$ cat src/rtl/csrx_pkg.sv
package csrx_pkg;
  typedef enum logic {
    SYNC_STROBE = 1'b0,
    SYNC_SLOT   = 1'b1
  } sync_mode_e;

  localparam int unsigned CHAR_W = 8;
  localparam logic [2:0] FIFO_MODE = 3'b111;
endpackage

$ cat src/rtl/rx_slot_timer.sv
module rx_slot_timer
  import csrx_pkg::*;
#(
  parameter int unsigned OFF_W = 10,
  parameter int unsigned LEN_W = 6
) (
  input  logic             clk_i,
  input  logic             rst_ni,
  input  logic             bit_en_i,
  input  logic             sync_i,
  input  sync_mode_e       mode_i,
  input  logic [OFF_W-1:0] slot_off_i,
  input  logic [LEN_W-1:0] slot_len_i,
  output logic             sample_o,
  output logic             restart_o
);
  localparam int unsigned BITS_W = LEN_W + 3;

  logic [OFF_W-1:0]  skip_q;
  logic [BITS_W-1:0] left_q;
  logic              frame_sync;

  assign frame_sync = bit_en_i && sync_i && (mode_i == SYNC_SLOT);
  assign restart_o  = frame_sync;

  always_comb begin
    if (mode_i == SYNC_STROBE) sample_o = bit_en_i && sync_i;
    else sample_o = bit_en_i && !sync_i && (skip_q == '0) && (left_q != '0);
  end

  always_ff @(posedge clk_i or negedge rst_ni) begin
    if (!rst_ni) begin
      skip_q <= '0;
      left_q <= '0;
    end else if (frame_sync) begin
      skip_q <= slot_off_i;
      left_q <= {slot_len_i, 3'b000};
    end else if (bit_en_i && mode_i == SYNC_SLOT) begin
      if (skip_q != '0) skip_q <= skip_q - 1'b1;
      else if (left_q != '0) left_q <= left_q - 1'b1;
    end
  end

  // strobe mode takes a bit only under an active strobe
  a_r3_strobe_gate: assert property (@(posedge clk_i) disable iff (!rst_ni)
    (sample_o && mode_i == SYNC_STROBE) |-> (sync_i && bit_en_i));
  // no sampling while the offset is still running
  a_r4_skip_blocks: assert property (@(posedge clk_i) disable iff (!rst_ni)
    (mode_i == SYNC_SLOT && skip_q != '0) |-> !sample_o);
endmodule

$ cat src/rtl/rx_char_asm.sv
module rx_char_asm
  import csrx_pkg::*;
(
  input  logic              clk_i,
  input  logic              rst_ni,
  input  logic              sample_i,
  input  logic              restart_i,
  input  logic              rxd_i,
  output logic [CHAR_W-1:0] hold_o,
  output logic              vld_o
);
  localparam int unsigned CNT_W = $clog2(CHAR_W);

  logic [CHAR_W-1:0] shift_q;
  logic [CNT_W-1:0]  cnt_q;
  logic [CHAR_W-1:0] shift_nxt;

  assign shift_nxt = {rxd_i, shift_q[CHAR_W-1:1]};

  always_ff @(posedge clk_i or negedge rst_ni) begin
    if (!rst_ni) begin
      shift_q <= '0;
      cnt_q   <= '0;
      hold_o  <= '0;
      vld_o   <= 1'b0;
    end else begin
      vld_o <= 1'b0;
      if (restart_i) begin
        cnt_q <= '0;
      end else if (sample_i) begin
        shift_q <= shift_nxt;
        cnt_q   <= cnt_q + 1'b1;
        if (cnt_q == CNT_W'(CHAR_W - 1)) begin
          hold_o <= shift_nxt;
          vld_o  <= 1'b1;
        end
      end
    end
  end

  // a character needs 8 samples, so the pulse cannot repeat
  a_r2_vld_single: assert property (@(posedge clk_i) disable iff (!rst_ni)
    vld_o |=> !vld_o);
  // holding register only moves with the valid pulse
  a_r11_hold_stable: assert property (@(posedge clk_i) disable iff (!rst_ni)
    !vld_o |-> $stable(hold_o));
endmodule

$ cat src/rtl/rx_fifo.sv
module rx_fifo #(
  parameter int unsigned DEPTH = 32,
  parameter int unsigned W     = 8
) (
  input  logic         clk_i,
  input  logic         rst_ni,
  input  logic         push_i,
  input  logic [W-1:0] din_i,
  input  logic         pop_i,
  output logic [W-1:0] dout_o,
  output logic         empty_o,
  output logic         full_o,
  output logic         ovf_o
);
  localparam int unsigned AW = (DEPTH > 1) ? $clog2(DEPTH) : 1;
  localparam int unsigned CW = $clog2(DEPTH + 1);

  logic [W-1:0]  mem_q [DEPTH];
  logic [AW-1:0] wr_ptr_q, rd_ptr_q;
  logic [CW-1:0] cnt_q;
  logic          push_acc, pop_acc;

  assign empty_o  = (cnt_q == '0);
  assign full_o   = (cnt_q == CW'(DEPTH));
  assign push_acc = push_i && !full_o;
  assign pop_acc  = pop_i && !empty_o;
  assign dout_o   = mem_q[rd_ptr_q];

  function automatic logic [AW-1:0] ptr_inc(input logic [AW-1:0] p);
    return (p == AW'(DEPTH - 1)) ? '0 : p + 1'b1;
  endfunction

  for (genvar i = 0; i < DEPTH; i++) begin : g_slot
    always_ff @(posedge clk_i or negedge rst_ni) begin
      if (!rst_ni) mem_q[i] <= '0;
      else if (push_acc && wr_ptr_q == AW'(i)) mem_q[i] <= din_i;
    end
  end

  always_ff @(posedge clk_i or negedge rst_ni) begin
    if (!rst_ni) begin
      wr_ptr_q <= '0;
      rd_ptr_q <= '0;
      cnt_q    <= '0;
      ovf_o    <= 1'b0;
    end else begin
      if (push_acc) wr_ptr_q <= ptr_inc(wr_ptr_q);
      if (pop_acc)  rd_ptr_q <= ptr_inc(rd_ptr_q);
      case ({push_acc, pop_acc})
        2'b10:   cnt_q <= cnt_q + 1'b1;
        2'b01:   cnt_q <= cnt_q - 1'b1;
        default: cnt_q <= cnt_q;
      endcase
      if (push_i && full_o) ovf_o <= 1'b1;
    end
  end

  // a push into a full FIFO leaves the flag raised
  a_r10_no_overflow: assert property (@(posedge clk_i) disable iff (!rst_ni)
    (push_i && full_o) |=> ovf_o);
  a_r10_ovf_sticky: assert property (@(posedge clk_i) disable iff (!rst_ni)
    ovf_o |=> ovf_o);
  // popping an empty FIFO does not underflow
  a_r9_empty_pop: assert property (@(posedge clk_i) disable iff (!rst_ni)
    (empty_o && !push_i) |=> empty_o);
  a_r9_cnt_bound: assert property (@(posedge clk_i) disable iff (!rst_ni)
    cnt_q <= CW'(DEPTH));
endmodule

$ cat src/rtl/char_sync_rx.sv
module char_sync_rx
  import csrx_pkg::*;
#(
  parameter int unsigned OFF_W      = 10,
  parameter int unsigned LEN_W      = 6,
  parameter int unsigned FIFO_DEPTH = 32
) (
  input  logic             clk_i,
  input  logic             rst_ni,
  input  logic             bit_en_i,
  input  logic             rxd_i,
  input  logic             sync_i,
  input  logic             clk_mode_i,
  input  logic [2:0]       rx_mode_i,
  input  logic [OFF_W-1:0] slot_off_i,
  input  logic [LEN_W-1:0] slot_len_i,
  output logic [7:0]       hold_o,
  output logic             char_vld_o,
  input  logic             fifo_rd_i,
  output logic [7:0]       fifo_data_o,
  output logic             fifo_empty_o,
  output logic             fifo_full_o,
  output logic             fifo_ovf_o
);
  logic       sample, restart;
  sync_mode_e mode;

  assign mode = sync_mode_e'(clk_mode_i);

  rx_slot_timer #(.OFF_W(OFF_W), .LEN_W(LEN_W)) u_timer (
    .clk_i      (clk_i),
    .rst_ni     (rst_ni),
    .bit_en_i   (bit_en_i),
    .sync_i     (sync_i),
    .mode_i     (mode),
    .slot_off_i (slot_off_i),
    .slot_len_i (slot_len_i),
    .sample_o   (sample),
    .restart_o  (restart)
  );

  rx_char_asm u_asm (
    .clk_i     (clk_i),
    .rst_ni    (rst_ni),
    .sample_i  (sample),
    .restart_i (restart),
    .rxd_i     (rxd_i),
    .hold_o    (hold_o),
    .vld_o     (char_vld_o)
  );

  rx_fifo #(.DEPTH(FIFO_DEPTH), .W(CHAR_W)) u_fifo (
    .clk_i   (clk_i),
    .rst_ni  (rst_ni),
    .push_i  (char_vld_o && rx_mode_i == FIFO_MODE),
    .din_i   (hold_o),
    .pop_i   (fifo_rd_i),
    .dout_o  (fifo_data_o),
    .empty_o (fifo_empty_o),
    .full_o  (fifo_full_o),
    .ovf_o   (fifo_ovf_o)
  );

  // FIFO fills only in the FIFO receive mode
  a_r8_push_mode: assert property (@(posedge clk_i) disable iff (!rst_ni)
    (rx_mode_i != FIFO_MODE && !fifo_rd_i) |=> $stable(fifo_empty_o));
endmodule

$ cat config.mk
export PLATFORM = sky130hd
export DESIGN_NAME = char_sync_rx
export DESIGN_NICKNAME = d
export VERILOG_FILES = /design/src/rtl/csrx_pkg.sv /design/src/rtl/rx_slot_timer.sv /design/src/rtl/rx_char_asm.sv /design/src/rtl/rx_fifo.sv /design/src/rtl/char_sync_rx.sv
export SDC_FILE = /design/constraint.sdc
export NUM_CORES = 1
export LEC_CHECK = 0
export ABC_CLOCK_PERIOD_IN_PS = 4200
export BUFFER_PORTS_ARGS = -buffer_cell sky130_fd_sc_hd__buf_2
export CAP_MARGIN = 5
export CORE_AREA = 2 2 163 165
export CTS_CLUSTER_DIAMETER = 60
export DETAILED_ROUTE_END_ITERATION = 8
export DIE_AREA = 0 0 165 167
export HOLD_SLACK_MARGIN = 0.1
export PLACE_DENSITY = 0.79
export SLEW_MARGIN = 30
export SYNTH_ARGS = -nofsm -noshare
export SYNTH_HDL_FRONTEND = slang
export SYNTH_SLANG_ARGS = --single-unit
$ cat constraint.sdc
create_clock -name clk_i -period 4.2 [get_ports clk_i]
set_input_delay 0.84 -clock clk_i [delete_from_list [all_inputs] [get_ports clk_i]]
set_output_delay 0.84 -clock clk_i [all_outputs]
set_load 0.03 [all_outputs]
==> flow_metrics.tcl, run 1 <==
set metrics [dict create \
    status "complete, no violations" \
    portBuffers 45 \
    die_y_um 167 \
    ys_seq_elements 311 \
    diodes 0 \
    root_buffer "clkbuf_16" \
    synthArstFlopShare_pct 100 \
    ys_seq_area_share_pct 48.8 \
    whs_ps 358 \
    synth-xor-area-share_pct 0.165 \
    grt_max_degree 108 \
    ctsHtreeMaxLevel 2 \
    setup_violations 0 \
    synth-simple-area-share_pct 9.49 \
    finalSetupTns_ps 0 \
    synth_top_family_by_area "multiplexers" \
    rr_worst_depth 9 \
    timing.fmax_mhz 258 \
    synth_area_sq_um 15900 \
    initialDrtViolationCount 745 \
    synth_common_cells "dfrtp_1, mux2_4, mux2_2, mux4_2, clkbuf_1" \
    setup_ws_ps 319 \
    io_pins 46 \
    slew_viol_final 0 \
    path_class "register to primary output" \
    ant_nets 0 \
    synth_edf_count 0 \
    final.period_utilization_pct 92.4 \
    vdd_drop_max_uv 451 \
    vias 9887 \
    die_w_um 165 \
    die-area_sq_um 27600 \
    start_kind "register" \
    insertion_delay_ps 520 \
    grt_pass1_vias 10146 \
    rsz0062_at_grt "no" \
    synth.largest_area_cell "dfrtp_1" \
    grt_overflow 0 \
    rows 59 \
    finalPower_mw 8.81 \
    area_growth_pct 11.0 \
    drt_wl_total_um 36200 \
    wl_per_cell_um 24.3 \
    skew_ps 17.6 \
    hp-class "input port to asynchronous set/reset pin" \
    syn_inst 1111 \
    syn_area_per_cell_sq_um 14.3 \
    drc 0 \
    cts_hold_buf 0 \
    synth.most_common_cell "dfrtp_1" \
    arrival_ps 3040 \
    synth_fa_ha_area_share_pct 1.62 \
    dpl.hpwl_um 23000 \
    firstDrtPassIters 7 \
    synth_nets 1157 \
    crit_chain "buf_12 > mux4_2 > o22ai_1 > nor4_1 > buf_2" \
    track_usage_pct 27.3 \
    cts.sinks 311 \
    slew-limit-headroom_pct 33.3 \
    period_minus_slack_ps 3880 \
    core_area_sq_um 25800 \
    crit_required_ps 3360 \
    leakage_nw 8.22 \
    max_stage_delay_ps 840 \
    cts_setup_buffers 0 \
    pre_cts_ws_ps 735 \
    placedCellCount 1429 \
    numCtsBuffers 37 \
    yosysWarningCount 0 \
    synth_top_area_share_pct 48.8 \
    worst-r2r-setup-slack_ps 710 \
    yosys.cell_types.count 69 \
    routabilityCongestion 0.875 \
    finalNonFillerCells 1494 \
    synthTopCellsByArea "dfrtp_1, mux2_4, mux4_2" \
    start_util_pct 61.8 \
    drive_gt1_share_pct 40.7 \
    cp_slowest_cell "dfrtp_4" \
    cts.reportedPaths.clkPinSlew_ps 60 \
    synthMuxAreaShare_pct 31.2 \
    powerDensity_nw_per_um2 498 \
    timing.rr.end "u_fifo.cnt_q[5]$_DFFE_PN0P_" \
    worst-path-max-fanout 30 \
    crit_path_end_kind "primary output" \
    cts_tree "yes" \
    vias_per_cell 6.62 \
    synth_compound_area_share_pct 5.84 \
    antenna_found_initial 0 \
    hold_violations 0 \
    nets 1179 \
    worstMarginPinSlew_ps 993 \
    cap_violations 0 \
    ys.flop_type "dfrtp_1" \
    timing.rr.start "u_fifo.cnt_q[0]$_DFFE_PN0P_" \
    grt_pass1_wl_um 58500 \
    post_cts_resized 0 \
    clock_path_buffers 3 \
]
## critical path, delay by kind of cell (launching register included)
family          cells  cell delay [ps]
compound gates      1              130
buf+inv             2              640
flops               1              840
mux                 1              260
simple gates        1              640
## layout make-up
type / count / area [sq um]
sequential: 311 / 7790
clock inverter: 14 / 163
timing repair buffer: 64 / 440
clock buffer: 51 / 1100
fill: 1675 / 8080
inverter: 18 / 70.1
tap: 335 / 419
multi-input combinational: 701 / 7700
## layout by cell type (no fill, tap or decap), types with 21 or more instances in the layout
cell type and instances:
clkbuf_16 39, mux4_2 64, buf_2 44, nand2_1 36
nor2_1 27, mux2_2 77, mux2_1 21, dfrtp_1 307
o22ai_1 35, o21ai_0 27, nand3_1 25, mux2_4 160
## stage by stage
stage	cell area, sq um	util, %
floorplan	15900	-
global placement	16400	63.7
detailed placement	16400	63.7
CTS	17700	68.6
global route	17700	68.6
finish	17700	68.6
## power by group
part	internal [mW]	switching (mW)
registers	3.13	0.345
logic	0.750	1.31
clock network	2.02	1.25
## layer usage
metal	routed length [um]	vias up	global-route usage (%)	part of all wire, %
li1	-	4261	-	-
met1	15700	5197	40.0	43
met2	17300	359	42.3	48
met3	2320	70	5.01	6.4
met4	938	0	7.71	2.6
met5	0	-	0	0
## worst max-delay path by stage
stage	from	to	slack [ps]
final	u_fifo.rd_ptr_q[0]$_DFFE_PN0P_	fifo_data_o[4]	320
after global routing	u_fifo.rd_ptr_q[0]$_DFFE_PN0P_	fifo_data_o[4]	240
after CTS	u_fifo.rd_ptr_q[0]$_DFFE_PN0P_	fifo_data_o[4]	330
after detailed placement	u_fifo.cnt_q[0]$_DFFE_PN0P_	u_fifo.cnt_q[5]$_DFFE_PN0P_	740
after global placement	u_fifo.cnt_q[0]$_DFFE_PN0P_	u_fifo.cnt_q[5]$_DFFE_PN0P_	820
after floorplan	u_fifo.cnt_q[0]$_DFFE_PN0P_	u_fifo.cnt_q[5]$_DFFE_PN0P_	970
## cell families after synthesis
kind of cell | after synthesis
buf+inv | 99
xor+xnor | 3
simple gates | 222
mux | 324
compound gates | 132
fa+ha+maj | 20
flops | 311
## flip-flops by register name, summed over array words and instances, names as in the netlist
signal           flops
u_asm.shift_q        7
u_asm.vld_o          1
u_fifo.wr_ptr_q      5
u_fifo.mem_q       256
u_timer.left_q       9
u_fifo.ovf_o         1
u_timer.skip_q      10
u_fifo.cnt_q         6
u_asm.hold_o         8
u_asm.cnt_q          3
u_fifo.rd_ptr_q      5
Note: power is estimated with default switching activity, not from simulation.
==> run 2, diff against run 1 <==
--- a/config.mk
+++ b/config.mk
@@ -8,12 +8,12 @@
 export ABC_CLOCK_PERIOD_IN_PS = 4200
 export BUFFER_PORTS_ARGS = -buffer_cell sky130_fd_sc_hd__buf_2
 export CAP_MARGIN = 5
-export CORE_AREA = 2 2 163 165
+export CORE_AREA = 2 2 182 184
 export CTS_CLUSTER_DIAMETER = 60
 export DETAILED_ROUTE_END_ITERATION = 8
-export DIE_AREA = 0 0 165 167
+export DIE_AREA = 0 0 184 186
 export HOLD_SLACK_MARGIN = 0.1
-export PLACE_DENSITY = 0.79
+export PLACE_DENSITY = 0.66
 export SLEW_MARGIN = 30
 export SYNTH_ARGS = -nofsm -noshare
 export SYNTH_HDL_FRONTEND = slang
==> flow_metrics.tcl, run 2 (same netlist as run 1, synthesis figures left out) <==
set metrics [dict create \
    dpl.hpwl_um 24200 \
    intPower_mw 5.93 \
    vias_per_cell 6.15 \
    worst-path-max-fanout 30 \
    start_kind "register" \
    p_comb_share_pct 23.4 \
    cts_hold_buf 0 \
    crit_path_end_kind "primary output" \
    seqPwrFrac_pct 39.3 \
    hp-class "input port to asynchronous set/reset pin" \
    io_pins 46 \
    wl_per_cell_um 24.0 \
    largest_reg_flops 256 \
    gr-usage-met2_pct 36.6 \
    start_util_pct 49.5 \
    vdd_drop_max_uv 326 \
    grt_max_degree 89 \
    slew_viol_final 0 \
    grt_pass1_vias 10307 \
    rsz0062_at_grt "no" \
    switching_share_pct 32.9 \
    root_buffer "clkbuf_16" \
    leakage_nw 8.26 \
    worst-r2r-setup-slack_ps 670 \
    vias 9716 \
    clock_path_buffers 3 \
    setup_violations 0 \
    whs_ps 334 \
    cts.sinks 311 \
    top_regs "u_fifo.mem_q: 256 flops, u_timer.skip_q: 10 flops, u_timer.left_q: 9 flops" \
    seq_area_sq_um 7790 \
    portBuffers 45 \
    pre_cts_ws_ps 705 \
    antenna_found_initial 0 \
    firstDrtPassIters 5 \
    setup_ws_ps 127 \
    ant_nets 0 \
    drt_wl_total_um 37900 \
    area_growth_pct 11.9 \
    ctsHtreeMaxLevel 2 \
    cts_setup_buffers 0 \
    grt_use_met3_pct 4.34 \
    die_y_um 186 \
    slew-limit-headroom_pct 35.0 \
    p_clk_share_pct 37.3 \
    grt_pass1_wl_um 60600 \
    die-area_sq_um 34200 \
    skew_ps 19.5 \
    rr_worst_depth 9 \
    busiest_layer "met2" \
    arrival_ps 3230 \
    path_class "register to primary output" \
    routabilityCongestion 0.862 \
    core_area_sq_um 32200 \
    met1_usage_pct 32.2 \
    die_w_um 184 \
    track_usage_pct 23.1 \
    status "complete, no violations" \
    powerDensity_nw_per_um2 496 \
    nets 1190 \
    insertion_delay_ps 520 \
    rows 66 \
    final_common_cell "dfrtp_1" \
    timing.fmax_mhz 246 \
    cap_violations 0 \
    worstMarginPinSlew_ps 968 \
    p_sw_mw 2.91 \
    crit_required_ps 3360 \
    cts.reportedPaths.clkPinSlew_ps 60 \
    post_cts_resized 0 \
    fillers 2612 \
    period_minus_slack_ps 4070 \
    largest-register "u_fifo.mem_q" \
    finalPower_mw 8.84 \
    diodes 0 \
    numCtsBuffers 38 \
    hold_violations 0 \
    drc 0 \
    final.period_utilization_pct 97.0 \
    multiInputGateArea_sq_um 7710 \
    finalSetupTns_ps 0 \
    mostFrequentLayoutCells "dfrtp_1, mux2_4, mux2_2" \
    drive_gt1_share_pct 40.7 \
    grt_overflow 0 \
    utilization_pct 55.4 \
    initialDrtViolationCount 653 \
    cts_tree "yes" \
]
[run 2: final timing paths]
check	start	end
max	u_fifo.rd_ptr_q[1]$_DFFE_PN0P_	fifo_data_o[7]
min in group clk_i	u_fifo.ovf_o$_DFFE_PN0P_	u_fifo.ovf_o$_DFFE_PN0P_
max in group asynchronous	rst_ni	u_fifo.mem_q[14]$_DFFE_PN0P_
min	rst_ni	u_fifo.mem_q[227]$_DFFE_PN0P_
max reg2reg	u_fifo.cnt_q[0]$_DFFE_PN0P_	u_fifo.cnt_q[5]$_DFFE_PN0P_
min reg2reg	u_fifo.ovf_o$_DFFE_PN0P_	u_fifo.ovf_o$_DFFE_PN0P_
[run 2: power by group through the flow]
stage / Clock, mW / Sequential [mW] / Combinational (mW)
CTS: 3.37 / 3.46 / 2.07
global route: 3.50 / 3.50 / 2.22
floorplan: 0 / 3.33 / 1.48
detailed placement: 0 / 3.51 / 2.06
finish: 3.30 / 3.47 / 2.07
global placement: 0 / 3.57 / 1.95
[run 2: worst max-delay path, stage by stage, from the launching register on]
cell	delay, ps
dfrtp_2	990
buf_4	450
mux4_2	270
o22ai_1	140
nor4_1	540
buf_2	310
[run 2: per-stage QoR]
stage                     std cells  area (sq um)
final                          1579         17800
after global routing           1579         17800
after CTS                      1578         17800
after detailed placement       1511         16500
after global placement         1510         16500
after floorplan                1111         15900
[run 2: cell type report]
class	count	area share, %
sequential	311	43.7
tap	408	2.86
inverter	18	0.393
clock inverter	11	0.821
clock buffer	56	6.28
multi-input combinational	701	43.3
timing repair buffer	74	2.68
[run 2: metal layers]
metal,vias to the layer above,routed length (um)
met2,268,17900
met5,-,0
li1,4281,-
met4,0,1190
met3,74,2100
met1,5093,16800
